### config.mk
export PLATFORM = sky130hd
export DESIGN_NAME = smwd_top
export DESIGN_NICKNAME = d
export VERILOG_FILES = /design/src/rtl/smwd_pkg.sv /design/src/rtl/smwd_regs.sv /design/src/rtl/smwd_counter.sv /design/src/rtl/smwd_action.sv /design/src/rtl/smwd_top.sv
export SDC_FILE = /design/constraint.sdc
export NUM_CORES = 1
export LEC_CHECK = 0
export CAP_MARGIN = 20
export CORE_MARGIN = 4
export CORE_UTILIZATION = 40
export DETAILED_ROUTE_END_ITERATION = 8
export HOLD_SLACK_MARGIN = 0.1
export PLACE_DENSITY = 0.76
export SLEW_MARGIN = 20
export SYNTH_ARGS = -nofsm -noshare
export SYNTH_HDL_FRONTEND = slang
export SYNTH_SLANG_ARGS = --single-unit
### constraint.sdc
create_clock -name clk -period 2.6 [get_ports clk]
set_input_delay 0.65 -clock clk [delete_from_list [all_inputs] [get_ports clk]]
set_output_delay 0.65 -clock clk [all_outputs]
set_load 0.02 [all_outputs]
### src/rtl/smwd_pkg.sv
package smwd_pkg;
   localparam int DATA_W = 8;
   localparam int ADDR_W = 2;

   typedef enum logic [ADDR_W-1:0] {
      REG_CTRL   = 2'd0,
      REG_STATE  = 2'd1,
      REG_PRESET = 2'd2
   } smwd_reg_e;

   // control bit positions
   localparam int CTRL_PWROFF = 7;
   localparam int CTRL_TBLONG = 6;
   localparam int CTRL_STOP   = 5;
   localparam int CTRL_START  = 4;
   // state bit positions
   localparam int STATE_FLAG  = 1;
endpackage

### src/rtl/smwd_regs.sv
module smwd_regs
   import smwd_pkg::*;
#(
   parameter int CNT_W = 8
) (
   input  logic              clk,
   input  logic              rst_n,
   input  logic              wr_i,
   input  logic [ADDR_W-1:0] addr_i,
   input  logic [DATA_W-1:0] wdata_i,
   input  logic              armed_i,
   input  logic              flag_i,
   output logic [CNT_W-1:0]  preset_o,
   output logic              pwroff_en_o,
   output logic              tb_long_o,
   output logic              cmd_start_o,
   output logic              cmd_stop_o,
   output logic              flag_clr_o,
   output logic [DATA_W-1:0] rdata_o
);
   logic ctrl_wr, state_wr, preset_wr;
   logic [CNT_W-1:0] preset_q;
   logic pwroff_q, tblong_q;

   assign ctrl_wr   = wr_i && (addr_i == REG_CTRL);
   assign state_wr  = wr_i && (addr_i == REG_STATE);
   assign preset_wr = wr_i && (addr_i == REG_PRESET);

   always_ff @(posedge clk or negedge rst_n) begin
      if (!rst_n) begin
         preset_q <= '0;
         pwroff_q <= 1'b0;
         tblong_q <= 1'b0;
      end else begin
         if (preset_wr) preset_q <= wdata_i[CNT_W-1:0];
         if (ctrl_wr) begin
            pwroff_q <= wdata_i[CTRL_PWROFF];
            tblong_q <= wdata_i[CTRL_TBLONG];
         end
      end
   end

   assign cmd_stop_o  = ctrl_wr && wdata_i[CTRL_STOP];
   assign cmd_start_o = ctrl_wr && wdata_i[CTRL_START];
   assign flag_clr_o  = state_wr && wdata_i[STATE_FLAG];
   assign preset_o    = preset_q;
   assign pwroff_en_o = pwroff_q;
   assign tb_long_o   = tblong_q;

   always_comb begin
      rdata_o = '0;
      unique case (addr_i)
         REG_CTRL: begin
            rdata_o[CTRL_PWROFF] = pwroff_q;
            rdata_o[CTRL_TBLONG] = tblong_q;
            rdata_o[CTRL_START]  = armed_i;
         end
         REG_STATE:  rdata_o[STATE_FLAG] = flag_i;
         REG_PRESET: rdata_o[CNT_W-1:0]  = preset_q;
         default:    rdata_o = '0;
      endcase
   end

   // a preset write is visible on the next cycle
   assert_preset_store_R2: assert property (@(posedge clk) disable iff (!rst_n)
      preset_wr |=> (preset_q == $past(wdata_i[CNT_W-1:0])));
endmodule

### src/rtl/smwd_counter.sv
module smwd_counter #(
   parameter int CNT_W = 8
) (
   input  logic             clk,
   input  logic             rst_n,
   input  logic             cmd_start_i,
   input  logic             cmd_stop_i,
   input  logic [CNT_W-1:0] preset_i,
   input  logic             tb_long_i,
   input  logic             tick_short_i,
   input  logic             tick_long_i,
   output logic             armed_o,
   output logic             expire_o
);
   localparam logic [CNT_W-1:0] ONE = CNT_W'(1);

   logic             armed_q;
   logic [CNT_W-1:0] count_q;
   logic             tick_sel, cmd_any;

   generate
      if (CNT_W == 1) begin : g_narrow
         assign tick_sel = tb_long_i ? tick_long_i : tick_short_i;
      end else begin : g_wide
         logic [1:0] ticks;
         assign ticks    = {tick_long_i, tick_short_i};
         assign tick_sel = ticks[tb_long_i];
      end
   endgenerate

   assign cmd_any  = cmd_start_i || cmd_stop_i;
   assign expire_o = armed_q && tick_sel && !cmd_any && (count_q <= ONE);

   always_ff @(posedge clk or negedge rst_n) begin
      if (!rst_n) begin
         armed_q <= 1'b0;
         count_q <= '0;
      end else if (cmd_stop_i) begin
         armed_q <= 1'b0;
      end else if (cmd_start_i) begin
         armed_q <= 1'b1;
         count_q <= preset_i;
      end else if (expire_o) begin
         armed_q <= 1'b0;
         count_q <= '0;
      end else if (armed_q && tick_sel) begin
         count_q <= count_q - ONE;
      end
   end

   assign armed_o = armed_q;

   assert_stop_wins_R4: assert property (@(posedge clk) disable iff (!rst_n)
      cmd_stop_i |=> !armed_q);
   assert_start_loads_R3: assert property (@(posedge clk) disable iff (!rst_n)
      (cmd_start_i && !cmd_stop_i) |=> (armed_q && count_q == $past(preset_i)));
   assert_expire_halts_R7: assert property (@(posedge clk) disable iff (!rst_n)
      expire_o |=> !armed_q);
   assert_idle_frozen_R4: assert property (@(posedge clk) disable iff (!rst_n)
      (!armed_q && !cmd_start_i) |=> (!armed_q && $stable(count_q)));
endmodule

### src/rtl/smwd_action.sv
module smwd_action #(
   parameter int RST_CYCLES = 4
) (
   input  logic clk,
   input  logic rst_n,
   input  logic expire_i,
   input  logic pwroff_en_i,
   input  logic thermal_i,
   input  logic flag_clr_i,
   output logic sys_rst_o,
   output logic power_off_o,
   output logic flag_o
);
   localparam int RC_W = $clog2(RST_CYCLES + 1);

   logic choose_off, do_reset;
   logic off_q, flag_q;

   assign choose_off = pwroff_en_i && thermal_i;
   assign do_reset   = expire_i && !choose_off;

   always_ff @(posedge clk or negedge rst_n) begin
      if (!rst_n) begin
         off_q  <= 1'b0;
         flag_q <= 1'b0;
      end else begin
         if (expire_i && choose_off) off_q <= 1'b1;
         if (expire_i)               flag_q <= 1'b1;
         else if (flag_clr_i)        flag_q <= 1'b0;
      end
   end

   generate
      if (RST_CYCLES == 1) begin : g_single
         logic pulse_q;
         always_ff @(posedge clk or negedge rst_n) begin
            if (!rst_n) pulse_q <= 1'b0;
            else        pulse_q <= do_reset;
         end
         assign sys_rst_o = pulse_q;
      end else begin : g_count
         logic [RC_W-1:0] left_q;
         always_ff @(posedge clk or negedge rst_n) begin
            if (!rst_n)              left_q <= '0;
            else if (do_reset)       left_q <= RC_W'(RST_CYCLES);
            else if (left_q != '0)   left_q <= left_q - RC_W'(1);
         end
         assign sys_rst_o = (left_q != '0);
      end
   endgenerate

   assign power_off_o = off_q;
   assign flag_o      = flag_q;

   assert_reset_pulse_R8: assert property (@(posedge clk) disable iff (!rst_n)
      (expire_i && !choose_off) |=> sys_rst_o);
   assert_power_off_R9: assert property (@(posedge clk) disable iff (!rst_n)
      (expire_i && choose_off) |=> power_off_o);
   assert_power_hold_R9: assert property (@(posedge clk) disable iff (!rst_n)
      power_off_o |=> power_off_o);
   assert_no_pulse_on_off_R9: assert property (@(posedge clk) disable iff (!rst_n)
      (expire_i && choose_off && !sys_rst_o) |=> !sys_rst_o);
   assert_flag_clear_R10: assert property (@(posedge clk) disable iff (!rst_n)
      (flag_clr_i && !expire_i) |=> !flag_o);
   assert_flag_set_R10: assert property (@(posedge clk) disable iff (!rst_n)
      expire_i |=> flag_o);
endmodule

### src/rtl/smwd_top.sv
module smwd_top
   import smwd_pkg::*;
#(
   parameter int CNT_W      = 8,
   parameter int RST_CYCLES = 4
) (
   input  logic              clk,
   input  logic              rst_n,
   input  logic              reg_wr_i,
   input  logic [ADDR_W-1:0] reg_addr_i,
   input  logic [DATA_W-1:0] reg_wdata_i,
   output logic [DATA_W-1:0] reg_rdata_o,
   input  logic              tick_short_i,
   input  logic              tick_long_i,
   input  logic              thermal_i,
   output logic              sys_rst_o,
   output logic              power_off_o,
   output logic              wd_alarm_o
);
   generate
      if (CNT_W < 1 || CNT_W > DATA_W) begin : g_bad_cnt
         $error("smwd_top: CNT_W must lie in 1..DATA_W");
      end
      if (RST_CYCLES < 1) begin : g_bad_rst
         $error("smwd_top: RST_CYCLES must be at least 1");
      end
   endgenerate

   logic [CNT_W-1:0] preset;
   logic pwroff_en, tb_long, cmd_start, cmd_stop, flag_clr;
   logic armed, expire, flag;

   smwd_regs #(.CNT_W(CNT_W)) u_regs (
      .clk(clk), .rst_n(rst_n),
      .wr_i(reg_wr_i), .addr_i(reg_addr_i), .wdata_i(reg_wdata_i),
      .armed_i(armed), .flag_i(flag),
      .preset_o(preset), .pwroff_en_o(pwroff_en), .tb_long_o(tb_long),
      .cmd_start_o(cmd_start), .cmd_stop_o(cmd_stop), .flag_clr_o(flag_clr),
      .rdata_o(reg_rdata_o)
   );

   smwd_counter #(.CNT_W(CNT_W)) u_counter (
      .clk(clk), .rst_n(rst_n),
      .cmd_start_i(cmd_start), .cmd_stop_i(cmd_stop),
      .preset_i(preset), .tb_long_i(tb_long),
      .tick_short_i(tick_short_i), .tick_long_i(tick_long_i),
      .armed_o(armed), .expire_o(expire)
   );

   smwd_action #(.RST_CYCLES(RST_CYCLES)) u_action (
      .clk(clk), .rst_n(rst_n),
      .expire_i(expire), .pwroff_en_i(pwroff_en), .thermal_i(thermal_i),
      .flag_clr_i(flag_clr),
      .sys_rst_o(sys_rst_o), .power_off_o(power_off_o), .flag_o(flag)
   );

   assign wd_alarm_o = flag;

   // nothing is asserted right after reset
   assert_quiet_after_reset_R1: assert property (@(posedge clk)
      $rose(rst_n) |-> (!sys_rst_o && !power_off_o && !wd_alarm_o));
endmodule

-- Word level (Yosys, flattened, before mapping)
Cells that the tools add are included.
- reductions and logical operators: 22
- add/sub/neg operators: 2
- magnitude comparators: 2
- bitwise operators: 1
- mux-type cells: 18
- equality and inequality tests: 2
- operators with widths (operator ; number):
    2-to-1 mux 8 bit ; 3
    logical AND 1 bit ; 12
    2-to-1 mux 1 bit ; 9
    nonzero test 3 bit ; 3
    less-or-equal comparator 8 x 1 -> 1 bit, second input constant ; 1
    subtractor 8 x 1 -> 8 bit, second input constant ; 1
    2-to-1 mux 3 bit ; 2
    case mux 1 bit (2 select lines) ; 2
    case mux 2 bit (2 select lines) ; 1
    nonzero test 2 bit ; 2
    subtractor 3 x 1 -> 3 bit, second input constant ; 1
    == test 2 x 1 -> 1 bit, second input constant ; 1
    == test 2 bit, second input constant ; 1
    zero test 1 bit ; 2
    zero test 2 bit ; 1
    less-than comparator 1 x 2 -> 1 bit, second input constant ; 1
    2-to-1 mux 2 bit ; 1
    AND reduction 2 bit ; 1
    logical OR 1 bit ; 1
    NOT 1 bit ; 1
- output and inout bits: 11
- flip-flop bits (word level): 24
- bits of input ports: 16
- word-level logic and storage cells: 55

-- Logic depth before layout (Yosys ltp)
- depth after elaboration: 10
- mapped depth: 7
- depth with buffers taken out: 6

-- By module
From an unflattened synthesis, not the netlist that was laid out.
- cell total of the unflattened synthesis: 143
- area, all modules: 1466.4 µm²
- modules (own cells, without submodules) (module ; sequential area each (µm²) ; cells each ; instances ; area each (µm²)):
    smwd_counter ; 225.2 ; 81 ; 1 ; 688.2
    smwd_regs ; 250.2 ; 40 ; 1 ; 529.3
    smwd_action ; 125.1 ; 22 ; 1 ; 249.0

-- Least setup slack after synthesis
No wires, ideal clock.
- kind: input-to-reg
- start: input port reg_addr_i[0]
- end: register u_counter.count_q[2]
- path buffers: 1
- data required time: 2531 ps
- arrival: 2145 ps
- library setup time: 69 ps
- path slack: 386 ps
- stages on the path: 7
- cells stage by stage: inv_1 > ha_1 > clkbuf_1 > o211ai_1 > nand3_1 > or4b_2 > nand3_1
- word-level cells in the longest chain between the ends: 9
- elaborated cells on any way between the ends: 13
- those cells by class: mux: 2; bitwise: 1; reduce/logical: 10
- RTL lines (item ; RTL line ; RTL):
    from (decl) ; smwd_top.sv:10 ; input logic [ADDR_W-1:0] reg_addr_i,
    zero test 2 bit * ; smwd_regs.sv:25 ; assign ctrl_wr = wr_i && (addr_i == REG_CTRL);
    logical AND 1 bit * ; smwd_regs.sv:25 ;
    logical AND 1 bit, on equally long branches ; smwd_regs.sv:44, smwd_regs.sv:43 ;
    logical OR 1 bit ; smwd_counter.sv:31 ; assign cmd_any = cmd_start_i || cmd_stop_i;
    zero test 1 bit ; smwd_counter.sv:32 ; assign expire_o = armed_q && tick_sel && !cmd_any && (count_q <= ONE);
    logical AND 1 bit (2 in a row) ; smwd_counter.sv:32 ;
    nonzero test 3 bit (no source line) or 2-to-1 mux 8 bit (tied branches) ; - ;
    AND reduction 2 bit (no source line) or 2-to-1 mux 8 bit (tied branches) ; - ;
    to (signal assigned) ; smwd_counter.sv:42 ; count_q <= preset_i;
    to (signal assigned) ; smwd_counter.sv:47 ; count_q <= count_q - ONE;
    to (decl) ; smwd_counter.sv:18 ; logic [CNT_W-1:0] count_q;
Every way passes the cells marked *; elsewhere a longest branch is shown, timed or not.
A chain may end at the register's enable or synchronous reset.

-- Worst setup path in the final report
- start: input port reg_addr_i[0]
- end: output port reg_rdata_o[4]
- word-level cells in the longest chain between the ends: 2
- elaborated cells on any way between the ends: 3
- those cells by class: eq/ne: 1; mux: 1; reduce/logical: 1
- RTL lines (item ; RTL line ; RTL):
    == test 2 bit or zero test 2 bit (tied branches) ; smwd_regs.sv:52 ; unique case (addr_i)
    case mux 1 bit (2 select lines) * ; smwd_regs.sv:52 ;
    to (decl) ; smwd_top.sv:12 ; output logic [DATA_W-1:0] reg_rdata_o,
Marked as above.

==> results_dict.tcl <==
set metrics [dict create \
    status "completed" \
    ys_top_cells_by_count "dfrtp_1 (24), nor2_1 (14), mux2_2 (11)" \
    crit_arrival_ns 1.87 \
    area_growth_pct 28.61 \
    synth_adder_area_share_pct 6.162 \
    cp.required_ns 1.95 \
    cts_setup_buffers 0 \
    wl_per_cell_um 16.04 \
    nFillCells 291 \
    muxShareOfSynthArea_pct 8.715 \
    endpoint_kind "primary output" \
    clock_skew_ns 0.002382 \
    setup_ws_ns 0.07864 \
    clk_latency_ns 0.33 \
    drt-initial-drc-count 73 \
    vias 1265 \
    postCtsHoldBufs 0 \
    viasPerCell 5.673 \
    finalSetupTns_ns 0 \
    whs_ns 0.4808 \
    grt_pass1_vias 1259 \
    cpLargestDelayFamily "buffers and inverters" \
    cts_buffers 3 \
    grtUsageTotal_pct 16.61 \
    diodes 0 \
    die_area_um2 4571 \
    pre_cts_slack_ns -0.4166 \
    yosys-top-cells-area "dfrtp_1 (42%), mux2_2 (8.7%), ha_1 (6.2%), nor2_1 (3.7%), nand3_1 (3.2%)" \
    gp_congestion 0.9199 \
    period_needed_ns 2.521 \
    maxCapViolations 0 \
    cts_max_path_buffers 2 \
    dpl.hpwl_um 2717 \
    drive_above_1_share_pct 20.90 \
    drc 0 \
    fin_total_pwr_mw 1.516 \
    cts_sinks 24 \
    vdd_drop_max_v 0.0003128 \
    hold_viol_final 0 \
    synth_top_area_share_pct 42.25 \
    critPathMaxFanout 9 \
    finalCritPeriodShare_pct 96.98 \
    yosysMostFrequentCell "dfrtp_1" \
    detail-route-antenna-nets 0 \
    die_h_um 67.61 \
    start_kind "primary input" \
    die_x_um 67.61 \
    antenna_found_initial 0 \
    final-setup-viol-count 0 \
    path_buf_inv 3 \
    synth_compound_area_share_pct 16.81 \
    criticalPathCategory "primary input to primary output" \
    slowest_delay_ns 0.49 \
    maxSlewHeadroom_pct 66.09 \
    synthesis.area_per_instance_um2 9.871 \
    synth_top_family_by_area "simple AND/OR/NAND/NOR gates" \
    grt_max_degree 25 \
    yosys.area.top_type "dfrtp_1" \
    seq_area_frac_synth_pct 42.25 \
    htreeDepth 1 \
    path_depth 5 \
    ys_types 39 \
    crit_slowest_cell "clkdlybuf4s50_1" \
    synthCells 144 \
    numPortBuffers 26 \
    p_per_area_nw_per_um2 829.6 \
    reg2regPathDepth 4 \
    worst_slew_pin_slew_ns 0.5044 \
    grt_pass1_wl_um 5768 \
    hp-class "flip-flop to flip-flop" \
    postSynth.asyncResetShare_pct 100.0 \
    core_um2 3390 \
    fmax_mhz 396.6 \
    row_count 21 \
    syn_nets 167 \
    dpl_cell_area_um2 1780 \
    initial_core_util_pct 41.93 \
    finish.instance_area_um2 1828 \
    syn-cell-area_um2 1421 \
    first_pass_iters 4 \
    ys_warn_count 0 \
    cp_cell_sequence "clkdlybuf4s50_1 -> inv_2 -> ha_4 -> a22o_1 -> clkdlybuf4s15_2" \
    holdPathStages 1 \
    overflow 0 \
    nets 201 \
    clk_pin_slew_ns 0.14 \
    synthXorXnorAreaFrac_pct 0.6162 \
    p_leak_nw 0.7979 \
    rsz0062_at_grt "no" \
    cts_tree "yes" \
    ioPinCount 27 \
    yosys.area_share.simple_pct 22.54 \
    finalMaxSlewViolations 0 \
    root_buffer "clkbuf_4" \
    synth-edff-count 0 \
    wl_um 3576 \
    synth_seq_cells 24 \
    synth_ff_type "dfrtp_1" \
]
layout by cell type (no fill, tap or decap), types with 2 or more instances in the layout:
cell	count
clkdlybuf4s50_1	17
a211o_1	2
o21ai_0	5
mux2_2	11
dfrtp_1	24
and3_1	2
buf_4	8
nor4_1	2
clkdlybuf4s15_1	2
clkbuf_2	2
or4_4	2
clkbuf_4	3
or3_1	2
nand2_1	10
a22o_1	3
a31oi_1	2
ha_4	2
nor2_1	14
nand3_1	9
nor3_1	4
a211oi_1	2
a22oi_1	4
ha_1	5
and2_1	6
nor2b_1	3
inv_1	5
dlygate4sd2_1	2
a41oi_1	2
worst register-to-register path, delay by kind of cell (launching register included):
kind             cells  cell delay, ns
AO/OA/AOI/OAI        2            0.47
AND/OR/NAND/NOR      2            1.05
flip-flops           1            0.47
flip-flops by register name (all words and copies together) (netlist names):
| signal | cells |
|---|---|
| u_counter.count_q | 8 |
| u_regs.preset_o | 8 |
| u_action.g_count.left_q | 3 |
| u_action.flag_o | 1 |
| u_action.power_off_o | 1 |
| u_counter.armed_o | 1 |
| u_regs.pwroff_en_o | 1 |
| u_regs.tb_long_o | 1 |
routing by layer:
layer | global-route usage, % | up-vias | wire length, um
met2 | 27.58 | 49 | 1796
met3 | 2.163 | 9 | 197
li1 | - | 595 | -
met4 | 7.342 | 0 | 60
met5 | 0 | - | 0
met1 | 21.44 | 612 | 1521
logic make-up after synthesis:
logic type,count (synthesis)
AO/OA/AOI/OAI,30
XOR/XNOR,1
adder cells (fa/ha/maj),7
buffers and inverters,11
flip-flops,24
multiplexers,11
AND/OR/NAND/NOR,60
power breakdown:
group,switching [mW],internal (mW),total [mW]
Clock,0.123,0.0859,0.209
Sequential,0.143,0.501,0.644
Combinational,0.344,0.319,0.664
timing repair:
action,4_1_cts,5_1_grt
setup endpoints to repair,8,8
resized for setup,15,10
endpoints found under the hold margin,0,0
final timing paths:
path                                               endpoint  slack, ns                             start
max in group asynchronous    u_regs.preset_o[1]$_DFFE_PN0P_       1.70                             rst_n
min in group asynchronous  u_counter.count_q[6]$_DFFE_PN0P_       0.66                             rst_n
hold / removal             u_action.power_off_o$_DFFE_PN0P_       0.48  u_action.power_off_o$_DFFE_PN0P_
setup reg to reg           u_counter.count_q[1]$_DFFE_PN0P_       0.53  u_counter.count_q[2]$_DFFE_PN0P_
hold reg to reg            u_action.power_off_o$_DFFE_PN0P_       0.48  u_action.power_off_o$_DFFE_PN0P_
setup / recovery                             reg_rdata_o[4]       0.08                     reg_addr_i[0]
final cells by class:
type / count / area, um^2 / share of cell area [%]
Clock buffer: 4 / 36.28 / 1.985
Inverter: 6 / 22.52 / 1.232
Multi-Input combinational cell: 109 / 804.5 / 44.01
Sequential cell: 24 / 600.6 / 32.85
Tap cell: 46 / 57.56 / 3.149
Timing Repair Buffer: 34 / 306.5 / 16.77
stage by stage:
step	instances	utilization [%]
2_1_floorplan	144	-
3_3_place_gp	219	52.53
3_5_place_dp	219	52.53
4_1_cts	223	53.64
5_1_grt	223	53.93
6_report	223	53.93
Power figures use the tool's default switching activity.
